**config.mk**
```make
export PLATFORM = sky130hd
export DESIGN_NAME = pmtmr_top
export DESIGN_NICKNAME = d
export VERILOG_FILES = /design/src/rtl/pmtmr_pkg.sv /design/src/rtl/pmtmr_ctrl.sv /design/src/rtl/pmtmr_counter.sv /design/src/rtl/pmtmr_rdport.sv /design/src/rtl/pmtmr_top.sv
export SDC_FILE = /design/constraint.sdc
export NUM_CORES = 1
export LEC_CHECK = 0
export BUFFER_PORTS_ARGS = -buffer_cell sky130_fd_sc_hd__buf_2
export CAP_MARGIN = 20
export CORE_UTILIZATION = 30
export CTS_CLUSTER_SIZE = 24
export DETAILED_ROUTE_END_ITERATION = 16
export GPL_TIMING_DRIVEN = 0
export PLACE_DENSITY = 0.54
export SETUP_SLACK_MARGIN = 0.4
export SYNTH_ARGS = -nofsm -noshare
export SYNTH_HDL_FRONTEND = slang
export SYNTH_SLANG_ARGS = --single-unit
```
**constraint.sdc**
```tcl
create_clock -name clk -period 5.2 [get_ports clk]
set_input_delay 0.52 -clock clk [delete_from_list [all_inputs] [get_ports clk]]
set_output_delay 0.52 -clock clk [all_outputs]
set_load 0.05 [all_outputs]
```
**src/rtl/pmtmr_pkg.sv**
```systemverilog
package pmtmr_pkg;
   // control word bit positions, decoded by software
   localparam int FREEZE_BIT = 6;
   localparam int WIDE_BIT   = 11;
   localparam int CLEAR_BIT  = 14;
   // register window offsets
   localparam int CTRL_OFS   = 'h00;
   localparam int COUNT_OFS  = 'h08;

   typedef struct packed {
      logic clear;
      logic wide;
      logic freeze;
   } ctrl_t;
endpackage

```
**src/rtl/pmtmr_ctrl.sv**
```systemverilog
module pmtmr_ctrl
   import pmtmr_pkg::*;
#(
   parameter int ADDR_W = 8,
   parameter int DATA_W = 32
) (
   input  logic              clk,
   input  logic              rst_n,
   input  logic              wr,
   input  logic [ADDR_W-1:0] addr,
   input  logic [DATA_W-1:0] wdata,
   output ctrl_t             ctrl
);
   localparam logic [ADDR_W-1:0] CTRL_A = ADDR_W'(CTRL_OFS);

   generate
      if (DATA_W <= CLEAR_BIT) begin : g_bad_width
         $error("pmtmr_ctrl: DATA_W too narrow for control bits");
      end
   endgenerate

   ctrl_t ctrl_q;
   logic  unused_wdata;
   assign unused_wdata = ^wdata;

   always_ff @(posedge clk) begin
      if (!rst_n) begin
         ctrl_q <= '0;
      end else if (wr && addr == CTRL_A) begin
         ctrl_q.clear  <= wdata[CLEAR_BIT];
         ctrl_q.wide   <= wdata[WIDE_BIT];
         ctrl_q.freeze <= wdata[FREEZE_BIT];
      end
   end

   assign ctrl = ctrl_q;

   // writes outside the control offset leave the control word alone
   assert_ctrl_hold_R9: assert property (@(posedge clk) disable iff (!rst_n)
      !(wr && addr == CTRL_A) |=> $stable(ctrl_q));
endmodule

```
**src/rtl/pmtmr_counter.sv**
```systemverilog
module pmtmr_counter
   import pmtmr_pkg::*;
#(
   parameter int NARROW_W = 24,
   parameter int WIDE_W   = 32
) (
   input  logic              clk,
   input  logic              rst_n,
   input  logic              tick,
   input  ctrl_t             ctrl,
   output logic [WIDE_W-1:0] count
);
   localparam logic [WIDE_W-1:0] ONE = WIDE_W'(1);

   generate
      if (NARROW_W < 1 || NARROW_W > WIDE_W) begin : g_bad_width
         $error("pmtmr_counter: need 1 <= NARROW_W <= WIDE_W");
      end
   endgenerate

   logic [WIDE_W-1:0] cnt_q, stepped, limited;

   assign stepped = (tick && !ctrl.freeze) ? cnt_q + ONE : cnt_q;

   generate
      if (WIDE_W > NARROW_W) begin : g_two_widths
         assign limited = ctrl.wide ? stepped
                        : {{(WIDE_W-NARROW_W){1'b0}}, stepped[NARROW_W-1:0]};

         // narrow mode keeps the upper bits at zero from the next edge
         assert_narrow_upper_R7: assert property (@(posedge clk) disable iff (!rst_n)
            !ctrl.wide |=> cnt_q[WIDE_W-1:NARROW_W] == '0);
      end else begin : g_one_width
         assign limited = stepped;
      end
   endgenerate

   always_ff @(posedge clk) begin
      if (!rst_n)          cnt_q <= '0;
      else if (ctrl.clear) cnt_q <= '0;
      else                 cnt_q <= limited;
   end

   assign count = cnt_q;

   // clear forces and holds zero
   assert_clear_zero_R6: assert property (@(posedge clk) disable iff (!rst_n)
      ctrl.clear |=> cnt_q == '0);
   // freeze holds the count
   assert_freeze_hold_R5: assert property (@(posedge clk) disable iff (!rst_n)
      ctrl.freeze && !ctrl.clear && ctrl.wide |=> $stable(cnt_q));
   // one step per tick in wide mode
   assert_step_one_R2: assert property (@(posedge clk) disable iff (!rst_n)
      tick && !ctrl.freeze && !ctrl.clear && ctrl.wide |=> cnt_q == $past(cnt_q) + ONE);
   // no tick, no change
   assert_no_tick_R2: assert property (@(posedge clk) disable iff (!rst_n)
      !tick && !ctrl.clear && ctrl.wide |=> $stable(cnt_q));
endmodule

```
**src/rtl/pmtmr_rdport.sv**
```systemverilog
module pmtmr_rdport
   import pmtmr_pkg::*;
#(
   parameter int ADDR_W = 8,
   parameter int DATA_W = 32,
   parameter int WIDE_W = 32
) (
   input  logic              clk,
   input  logic              rst_n,
   input  logic              rd,
   input  logic [ADDR_W-1:0] addr,
   input  logic [WIDE_W-1:0] count,
   input  ctrl_t             ctrl,
   output logic [DATA_W-1:0] rdata
);
   localparam logic [ADDR_W-1:0] CTRL_A  = ADDR_W'(CTRL_OFS);
   localparam logic [ADDR_W-1:0] COUNT_A = ADDR_W'(COUNT_OFS);

   generate
      if (WIDE_W > DATA_W) begin : g_bad_width
         $error("pmtmr_rdport: WIDE_W exceeds DATA_W");
      end
   endgenerate

   logic [DATA_W-1:0] ctrl_word, rdata_q;

   always_comb begin
      ctrl_word             = '0;
      ctrl_word[CLEAR_BIT]  = ctrl.clear;
      ctrl_word[WIDE_BIT]   = ctrl.wide;
      ctrl_word[FREEZE_BIT] = ctrl.freeze;
   end

   always_ff @(posedge clk) begin
      if (!rst_n) begin
         rdata_q <= '0;
      end else if (rd) begin
         if (addr == COUNT_A)     rdata_q <= DATA_W'(count);
         else if (addr == CTRL_A) rdata_q <= ctrl_word;
         else                     rdata_q <= '0;
      end
   end

   assign rdata = rdata_q;

   // snapshot equals the count at the strobe edge
   assert_snapshot_R8: assert property (@(posedge clk) disable iff (!rst_n)
      rd && addr == COUNT_A |=> rdata_q == DATA_W'($past(count)));
   // read data holds between strobes
   assert_rdata_hold_R8: assert property (@(posedge clk) disable iff (!rst_n)
      !rd |=> $stable(rdata_q));
endmodule

```
**src/rtl/pmtmr_top.sv**
```systemverilog
module pmtmr_top
   import pmtmr_pkg::*;
#(
   parameter int ADDR_W   = 8,
   parameter int DATA_W   = 32,
   parameter int NARROW_W = 24,
   parameter int WIDE_W   = 32
) (
   input  logic              clk,
   input  logic              rst_n,
   input  logic              tick_en,
   input  logic              bus_wr,
   input  logic              bus_rd,
   input  logic [ADDR_W-1:0] bus_addr,
   input  logic [DATA_W-1:0] bus_wdata,
   output logic [DATA_W-1:0] bus_rdata
);
   generate
      if (ADDR_W < 4) begin : g_bad_addr
         $error("pmtmr_top: ADDR_W must reach offset 0x08");
      end
   endgenerate

   ctrl_t             ctrl;
   logic [WIDE_W-1:0] count;

   pmtmr_ctrl #(.ADDR_W(ADDR_W), .DATA_W(DATA_W)) u_ctrl (
      .clk(clk), .rst_n(rst_n), .wr(bus_wr), .addr(bus_addr),
      .wdata(bus_wdata), .ctrl(ctrl));

   pmtmr_counter #(.NARROW_W(NARROW_W), .WIDE_W(WIDE_W)) u_counter (
      .clk(clk), .rst_n(rst_n), .tick(tick_en), .ctrl(ctrl), .count(count));

   pmtmr_rdport #(.ADDR_W(ADDR_W), .DATA_W(DATA_W), .WIDE_W(WIDE_W)) u_rdport (
      .clk(clk), .rst_n(rst_n), .rd(bus_rd), .addr(bus_addr),
      .count(count), .ctrl(ctrl), .rdata(bus_rdata));
endmodule

```
* Yosys cells after proc, flatten, opt, wreduce, memory -nomap -nowiden
Index checks and enable logic that the tools add are counted. Widths: inputs -> output; s select.
Storage, ports and cells: register bits 67, latch bits 0, bits in writable memories 0, ROM bits 0, input bits 45, output and inout bits 32, logic and storage cells 19, memories kept 0
Operators by class: $add $sub $neg 1, multiply operators 0, divide/modulo/power cells 0, order comparisons 0, equality and inequality tests 1, shift-type cells 0, multiplexer cells 3, bitwise operators 2, reduce and logical (&&, ||, !) cells 6
Operators by type and width (number):
- $add 32x1->32 const B | 1
- $mux 32 | 1
- $mux 24 | 1
- $mux 15 | 1
- $eq 8x4->1 const B | 1
- $logic_not 8->1 | 1
- $reduce_or 3->1 | 1
- $logic_and 1x1->1 | 2
- $not 1->1 | 2
- $reduce_or 2->1 | 1
- $logic_not 1->1 | 1

* Longest topological paths before layout
Gate-level depths: netlist of the first run.
word-level depth 3, gate-level depth with buffers 7, gate-level depth less buffers 5

* Cells and area by module
Synthesis of the first run repeated with hierarchy kept, for this count alone.
Second synthesis, totals: cell total of the unflattened synthesis 280, area total of the unflattened synthesis 2771.4 µm²
By module, submodules not included:
- pmtmr_counter | times used 1, cells an instance 182, area an instance 1556.5 µm², seq. area each 640.6 µm²
- pmtmr_rdport | times used 1, cells an instance 83, area an instance 1061.0 µm², seq. area each 640.6 µm²
- pmtmr_ctrl | times used 1, cells an instance 15, area an instance 153.9 µm², seq. area each 60.1 µm²

* Worst setup path after synthesis of the first run
Ideal clock, no wire load.
path kind input -> register, start point input bus_addr[5], end point register u_rdport.rdata_q[5], in the netlist u_rdport.rdata[5], setup time 0.076 ns, arrival time 1.641 ns, data required time 5.124 ns, slack 3.484 ns, stages 6, path buffers 2, path through nor4_1 -> and4_1 -> buf_4 -> buf_2 -> nand2_1 -> a21boi_0
On the way: word-level cells in the longest chain between the ends 2
Ends and longest elaborated chain:
- from (decl) | line pmtmr_top.sv:14 | input logic [ADDR_W-1:0] bus_addr,
- $eq 8x4->1 | line pmtmr_rdport.sv:38 | if (addr == COUNT_A) rdata_q <= DATA_W'(count);
- $mux 32 | line pmtmr_rdport.sv:38
- to (signal assigned) | line pmtmr_rdport.sv:38
- to (signal assigned) | line pmtmr_rdport.sv:39 | else if (addr == CTRL_A) rdata_q <= ctrl_word;
- to (decl) | line pmtmr_rdport.sv:25 | logic [DATA_W-1:0] ctrl_word, rdata_q;
No other way between the ends. A chain may end at the register's enable or synchronous reset.

* Worst setup path in the final report of the first run
start point register u_counter.cnt_q[0], in the netlist u_counter.count[0], end point register u_counter.cnt_q[14], in the netlist u_counter.count[14]
On the way: word-level cells in the longest chain between the ends 2
Ends and longest elaborated chain:
- from (decl) | line pmtmr_counter.sv:21 | logic [WIDE_W-1:0] cnt_q, stepped, limited;
- from (signal assigned) | line pmtmr_counter.sv:41 | else cnt_q <= limited;
- $add 32x1->32 | line pmtmr_counter.sv:23 | assign stepped = (tick && !ctrl.freeze) ? cnt_q + ONE : cnt_q;
- $mux 24 | line pmtmr_counter.sv:23
No other way between the ends.

==> results of run 1 <==
[per-layer routing]
layer	wire, um	GRT usage	vias up
li1	-	-	1337
met1	3201	0.1755	1219
met2	3344	0.2588	42
met3	291	0.04486	7
met4	70	0.04905	0
met5	0	0	-
[registers in the layout (all words and copies together) (netlist names)]
name             flops
u_counter.count     32
u_ctrl.ctrl          3
u_rdport.rdata      32
[worst max-delay path, stage by stage, from the launching register on]
cell and delay [ns]:
dfxtp_1 0.41, ha_1 0.19, and3b_1 0.15, clkbuf_1 0.28
nand4_1 0.24, buf_2 0.26, or3_1 0.33, a21oi_1 0.14
[layout make-up]
class                           count  area share
Buffer                             21     0.03026
Clock buffer                       13     0.04469
Clock inverter                      2    0.009852
Inverter                            3    0.003167
Multi-Input combinational cell    250      0.4247
Sequential cell                    67      0.3772
Tap cell                          129     0.04539
Timing Repair Buffer               46     0.06474
[power breakdown]
group	leakage, nW	total [mW]	internal, mW	switching (mW)
Combinational	0.643	0.0301	0.0124	0.0177
Sequential	0.540	0.517	0.515	0.00229
Clock	0.0995	0.434	0.245	0.189
[path summary, 6_finish.rpt]
check	depth (start not counted)	slack, ns	from	end
max	7	3.15	u_counter.count[0]	u_counter.count[14]
min	3	0.43	bus_wdata[6]	u_ctrl.ctrl[0]
max reg2reg	7	3.15	u_counter.count[0]	u_counter.count[14]
min reg2reg	2	0.46	u_rdport.rdata[12]	u_rdport.rdata[12]
[cells by family (layout without fill, tap and decap cells)]
family,after synthesis,in the layout,share of synthesized area
compound gates,72,72,0.1639
mux,7,7,0.02359
flops,67,67,0.4516
buf+inv,24,85,0.04002
simple gates,159,159,0.2843
fa+ha+maj,1,1,0.004212
xor+xnor,11,11,0.03243
[cell usage in the layout, fill, tap and decap left out, types with 2 or more instances in the layout]
cell	count
nor2_1	12
o2bb2ai_1	3
nand2_1	69
nand4_1	14
a21oi_1	18
o21ai_0	6
nor4_1	5
clkbuf_1	13
nor2b_1	5
clkbuf_8	11
o31ai_1	12
and2_1	7
or4_1	12
nand4b_1	2
nand3_1	8
buf_4	4
xnor2_1	7
and4_1	3
buf_2	51
inv_1	3
o21a_1	2
nor3_1	3
xor2_1	4
a21boi_0	29
o31a_1	2
mux2i_1	7
and3_1	4
dfxtp_1	67
or3_1	5
[through the flow]
step / area (um2) / power [mW] / hold slack (ns)
2_1_floorplan: 2970 / 0.5460 / 0.4518
3_3_place_gp: 3362 / 0.5590 / 0.4586
3_5_place_dp: 3362 / 0.5593 / 0.4604
4_1_cts: 3556 / 0.9941 / 0.4209
5_1_grt: 3556 / 1.023 / 0.4475
6_report: 3556 / 0.9812 / 0.4323
==> metrics.md, run 1 <==
| Metric | Value |
|---|---|
| Multi-input gate area | `1510 um2` |
| Core footprint | `9415 um2` |
| Layout area overhead | `19.71%` |
| Drt first pass iters | `4` |
| Hold Buf Count CTS | `0` |
| IO Count | `77` |
| Setup Viol. Count Final | `0` |
| Startpoint Class | `register` |
| Avg Cell Area, Syn | `8.711 um2` |
| Clock Latency Late Sink | `0.34 ns` |
| CTS Sinks | `67` |
| Maximum VDD drop | `132.2 uV` |
| Clock slew at reported path FFs | `around 0.07 ns` |
| Routability cong. | `between 0.7 and 0.8` |
| CP Max Fanout | `10` |
| Die area | `10,300 um2` |
| Slew margin rel. | `0.6098` |
| Syn Inst Count | `between 300 and 400` |
| Synth top area cells | `dfxtp_1 (45%), nand2_1 (8.7%), a21boi_0 (7.3%), a21oi_1 (3.0%), o31ai_1 (3.0%)` |
| Ys async rst share | `0` |
| Rows | `35` |
| Synthesized area | `2970 um2` |
| Warnings from Yosys | `0` |
| Post_cts resized | `0` |
| Pre-CTS WS | `3.071 ns` |
| RSZ-0062 raised after global routing | `false` |
| Initial antenna violation count | `0` |
| Routed vias | `2,605` |
| Post-Route WL | `6.908 mm` |
| Core Util, Final | `0.3777` |
| CP required | `between 5 and 6 ns` |
| Tcrit/Tclk final | `0.3946` |
| Die X | `101.5 um` |
| Tot GR Track Use | `0.1493` |
| Fin nets | `between 400 and 500` |
| Highest Clock Rate | `slightly below 0.5 GHz` |
| Drt drc | `0` |
| Post-route insts no fill | `roughly 530` |
| Top cell type's share of synthesized area | `0.4516` |
| Leakage | `approximately 1.3 nW` |
| H-tree depth | `3` |
| # diodes | `0` |
| FILL cells | `998` |
| IO buf count | `46` |
| Max cap viols | `0` |
| Top FF cell, synth | `dfxtp_1` |
| Cell taking the most area after synthesis | `dfxtp_1` |
| Die Height | `approximately 100 um` |
| Global-route wire length before repair | `~12 mm` |
| Setup TNS | `0 ns` |
| Count leader, synth | `nand2_1` |
| CTS Buf Count | `9` |
| Root Buffer | `clkbuf_8` |
| Routed Antenna Nets | `0` |
| Synth cell count leaders | `nand2_1 (69), dfxtp_1 (67), a21boi_0 (29)` |
| Max Transition Viols Final | `0` |
| Worst hold path type | `input pin to register` |
| Share of cells above drive strength 1 | `0.1866` |
| CP endpoint kind | `register` |
| Gr ovfl total | `0` |
| Area occupied by registers | `1341 um2` |
| Post-CTS Repair Setup Buffers | `0` |
| Final hold vios | `0` |
| Number of synthesized flops with an enable pin | `0` |
| PwrDens | `roughly 280 nW/um2` |
| FF+latch count, synth | `67` |
| CTS Buffer Depth | `2` |
| Avg WL per Cell | `13.01 um` |
| CP Class | `register to register` |
| CTS tree | `yes` |
| Worst slew pin tran | `0.5853 ns` |
| Detail Placement HPWL | `5.024 mm` |
| Largest net degree at the start of global routing | `11` |
| Status | `completed` |
| 1st-iter DRT viols | `96` |
| Yosys cell types | `40` |
| Net count after synthesis | `~390` |
| Fin worst setup slack | `around 3.1 ns` |
| CP arrival | `2.32 ns` |
| DP Cell Count | `516` |
| Starting density of the core | `0.3155` |
| Vias per cell | `4.906` |
| Tmin final | `a little over 2 ns` |
| Seq/Total Area, Yosys | `0.4516` |
| Vias in the first global route | `2,566` |
| Setup Skew | `0.007137 ns` |
(Power assumes the default switching activity.)
==> inputs of run 2 (changes only) <==
--- a/config.mk
+++ b/config.mk
@@ -5,6 +5,7 @@
 export SDC_FILE = /design/constraint.sdc
 export NUM_CORES = 1
 export LEC_CHECK = 0
+export ABC_AREA = 1
 export BUFFER_PORTS_ARGS = -buffer_cell sky130_fd_sc_hd__buf_2
 export CAP_MARGIN = 20
 export CORE_UTILIZATION = 30
==> constraint.sdc (replaced) <==
create_clock -name clk -period 2.1 [get_ports clk]
set_input_delay 0.21 -clock clk [delete_from_list [all_inputs] [get_ports clk]]
set_output_delay 0.21 -clock clk [all_outputs]
set_load 0.05 [all_outputs]
==> run 2 against run 1 <==
  * Maximum frequency is 30% higher
  * Cell count rose by 18%
  * Global-route usage grew 0.96 points
  * Clock-buffer cell count fell by 2
  * Combinational power increased to 8.3 times the previous value
  * Clock skew up 0.0049 ns
  * Setup slack lost 2.6 ns
  * Sequential cell count did not move
  * Routed wire length rose by 14%
  * Via count rose by 14%
  * Power grew to 2.7 times the previous value
  * Synthesized cell count rose by 28%
  * Largest cell class unchanged
==> metrics.md, run 2 <==
| Metric | Value |
|---|---|
| Status | `completed` |
| Tcrit/Tclk final | `0.7505 (+0.3559)` |
| Core footprint | `9864 um2 (+4.8%)` |
| Vias in the first global route | `2,751 (+7.2%)` |
| CP cell instances | `ha_2 > nand3_2 > nor2_4 > nand3_4 > or2_0 > o21ai_0 > nor2_1` |
| Routability cong. | `0.8197 (+12%)` |
| 1st-iter DRT viols | `135 (+41%)` |
| Avg WL per Cell | `12.53 um (-3.7%)` |
| Warnings from Yosys | `0 (unchanged)` |
| FF+latch count, synth | `67 (unchanged)` |
| Top FF cell, synth | `dfxtp_1` |
| Die area | `10,650 um2 (+3.4%)` |
| Hold Buf Count CTS | `0 (unchanged)` |
| Routed vias | `2,965 (+14%)` |
| Avg Cell Area, Syn | `7.048 um2 (-19%)` |
| Gr ovfl total | `0 (unchanged)` |
| IO buf count | `46 (unchanged)` |
| Drt first pass iters | `4 (unchanged)` |
| Fin nets | `539 (+21%)` |
| Syn Inst Count | `436 (+28%)` |
| Ys async rst share | `0 (unchanged)` |
| Root Buffer | `clkbuf_8` |
| Max cap viols | `0 (unchanged)` |
| Die X | `103.2 um (+1.7%)` |
| Largest net degree at the start of global routing | `11 (unchanged)` |
| Setup Viol. Count Final | `0 (unchanged)` |
| CTS Buffer Depth | `2 (unchanged)` |
| Share of cells above drive strength 1 | `0.1673 (-0.01923)` |
| Tot GR Track Use | `0.1590 (+0.009614)` |
| Slew margin rel. | `0.7148 (+0.1050)` |
| Clock slew at reported path FFs | `0.08 ns (about the same)` |
| CP required | `2.35 ns (-3.12 ns)` |
| PwrDens | `717.7 nW/um2 (+160%)` |
| Critical path's slowest cell | `dfxtp_1` |
| CTS Buf Count | `9 (unchanged)` |
| # diodes | `0 (unchanged)` |
| Seq/Total Area, Yosys | `0.4365 (-0.01508)` |
| Maximum VDD drop | `274.4 uV (+110%)` |
| Commonest non-fill, non-tap cells in the layout | `nand2_1 (101), dfxtp_1 (67), nor2_1 (57)` |
| Setup TNS | `0 ns (unchanged)` |
| Post-Route WL | `7.882 mm (+14%)` |
| Number of synthesized flops with an enable pin | `0 (unchanged)` |
| Yosys cell types | `26 (-35%)` |
| Worst slew pin tran | `0.4278 ns (-0.1575 ns)` |
| Synth cell count leaders | `nand2_1 (101), dfxtp_1 (67), nor2_1 (57)` |
| Vias per cell | `4.714 (-3.9%)` |
| Routed Antenna Nets | `0 (unchanged)` |
| Post-route insts no fill | `629 (+18%)` |
| Most common cell after layout, fill and taps aside | `nand2_1` |
| Max Transition Viols Final | `0 (unchanged)` |
| Global-route wire length before repair | `12.87 mm (+7.4%)` |
| CP Max Fanout | `5 (-5)` |
| Die Height | `103.2 um (+1.7%)` |
| Clock Latency Late Sink | `0.35 ns (about the same)` |
| CP arrival | `1.83 ns (-0.49 ns)` |
| Layout area overhead | `18.89%` |
| WHS | `0.1415 ns (-0.2908 ns)` |
| Drt drc | `0 (unchanged)` |
| Setup Skew | `0.01204 ns (+0.004906 ns)` |
| Starting density of the core | `0.3115 (-0.003965)` |
| DP Cell Count | `615 (+19%)` |
| Worst hold path type | `input pin to register` |
| Slowest cell delay on critical path | `0.42 ns (about the same)` |
| H-tree depth | `3 (unchanged)` |
| Total power | `2.622 mW (+170%)` |
| Rows | `36 (+2.9%)` |
| Synth top area cells | `dfxtp_1 (44%), nand2_1 (12%), a21oi_1 (7.5%), o21ai_0 (7.2%), nor2_1 (7.0%)` |
| Highest Clock Rate | `0.6345 GHz (+30%)` |
| Leakage | `1.410 nW (+10%)` |
| CP endpoint kind | `register` |
| IO Count | `77 (unchanged)` |
| Net count after synthesis | `482 (+25%)` |
| Post-CTS Repair Setup Buffers | `0 (unchanged)` |
| CP Class | `register to register` |
| Synthesized area | `3073 um2 (+3.5%)` |
| Startpoint Class | `register` |
| RSZ-0062 raised after global routing | `false` |
| Count leader, synth | `nand2_1` |
| CTS Sinks | `67 (unchanged)` |
| Cell taking the most area after synthesis | `dfxtp_1` |
| Final hold vios | `0 (unchanged)` |
| Initial antenna violation count | `0 (unchanged)` |
| Tmin final | `1.576 ns (-0.4759 ns)` |
| Detail Placement HPWL | `5.973 mm (+19%)` |
| Top cell type's share of synthesized area | `0.4365 (-0.01508)` |
| CTS tree | `yes` |
-- run 2: cell count changes in the layout (fill, tap and decap cells not counted), sizes merged, moves of 16 or more --
cell | before | now
a21oi | 18 | 46
inv | 3 | 40
o21ai | 6 | 44
nand2 | 70 | 104
nand3 | 9 | 25
a21boi | 29 | 0
nor2 | 12 | 69
-- run 2: timing repair --
item / in CTS / in global routing
hold endpoints to repair: 0 / 0
setup endpoints to repair: 0 / 2
resized for setup: 0 / 1
-- run 2: path summary, 6_finish.rpt --
check	cells after the start	endpoint	start	slack (ns)
worst max register to register	7	u_counter.count[14]	u_counter.count[0]	0.52
worst min register to register	2	u_rdport.rdata[14]	u_rdport.rdata[14]	0.48
worst min-delay path	3	u_ctrl.ctrl[2]	bus_wdata[14]	0.14
worst max-delay path	7	u_counter.count[14]	u_counter.count[0]	0.52
-- run 2: logic make-up after synthesis --
logic type,count (synthesis),synth area share
simple gates,215,0.3249
fa+ha+maj,1,0.004071
buf+inv,55,0.06881
flops,67,0.4365
xor+xnor,1,0.002851
compound gates,97,0.1629
-- run 2: worst max-delay path: cells and delay by family (launching register included) --
kind / cells / cell delay, ns
AO/OA/AOI/OAI: 1 / 0.15
adder cells (fa/ha/maj): 1 / 0.24
flip-flops: 1 / 0.42
AND/OR/NAND/NOR: 5 / 0.67
-- run 2: cell type report --
class,count,area (um2)
fillers,1056,6211
clock inverters,3,40.04
plain buffers,15,61.31
well taps,133,166.4
multi-input cells,314,1523
repair buffers,46,230.2
clock buffers,11,141.4
flip-flops and latches,67,1341
inverters,40,150.1
-- run 2: layer usage --
metal | wire, um | track usage | vias to the layer above
li1 | - | - | 1541
met1 | 4052 | 0.2099 | 1359
met2 | 3427 | 0.2538 | 54
met3 | 250 | 0.02957 | 11
met4 | 151 | 0.06934 | 0
met5 | 0 | 0 | -
-- run 2: stage by stage --
| stage | cell area [um2] | utilization | setup slack, ns |
|---|---|---|---|
| 6_report | 3654 | 0.3704 | 0.5240 |
| 5_1_grt | 3654 | 0.3704 | 0.4002 |
| 4_1_cts | 3651 | 0.3701 | 0.5052 |
| 3_3_place_gp | 3470 | 0.3517 | 0.5251 |
| 3_5_place_dp | 3470 | 0.3517 | 0.5136 |
| 2_1_floorplan | 3073 | - | 0.6692 |
-- run 2: where the power goes --
group	internal [mW]	total (mW)	switching (mW)	leakage, nW
combinational	0.0618	0.249	0.187	0.769
sequential	1.30	1.32	0.0204	0.546
clock	0.564	1.05	0.484	0.0950
total	1.93	2.62	0.692	1.41
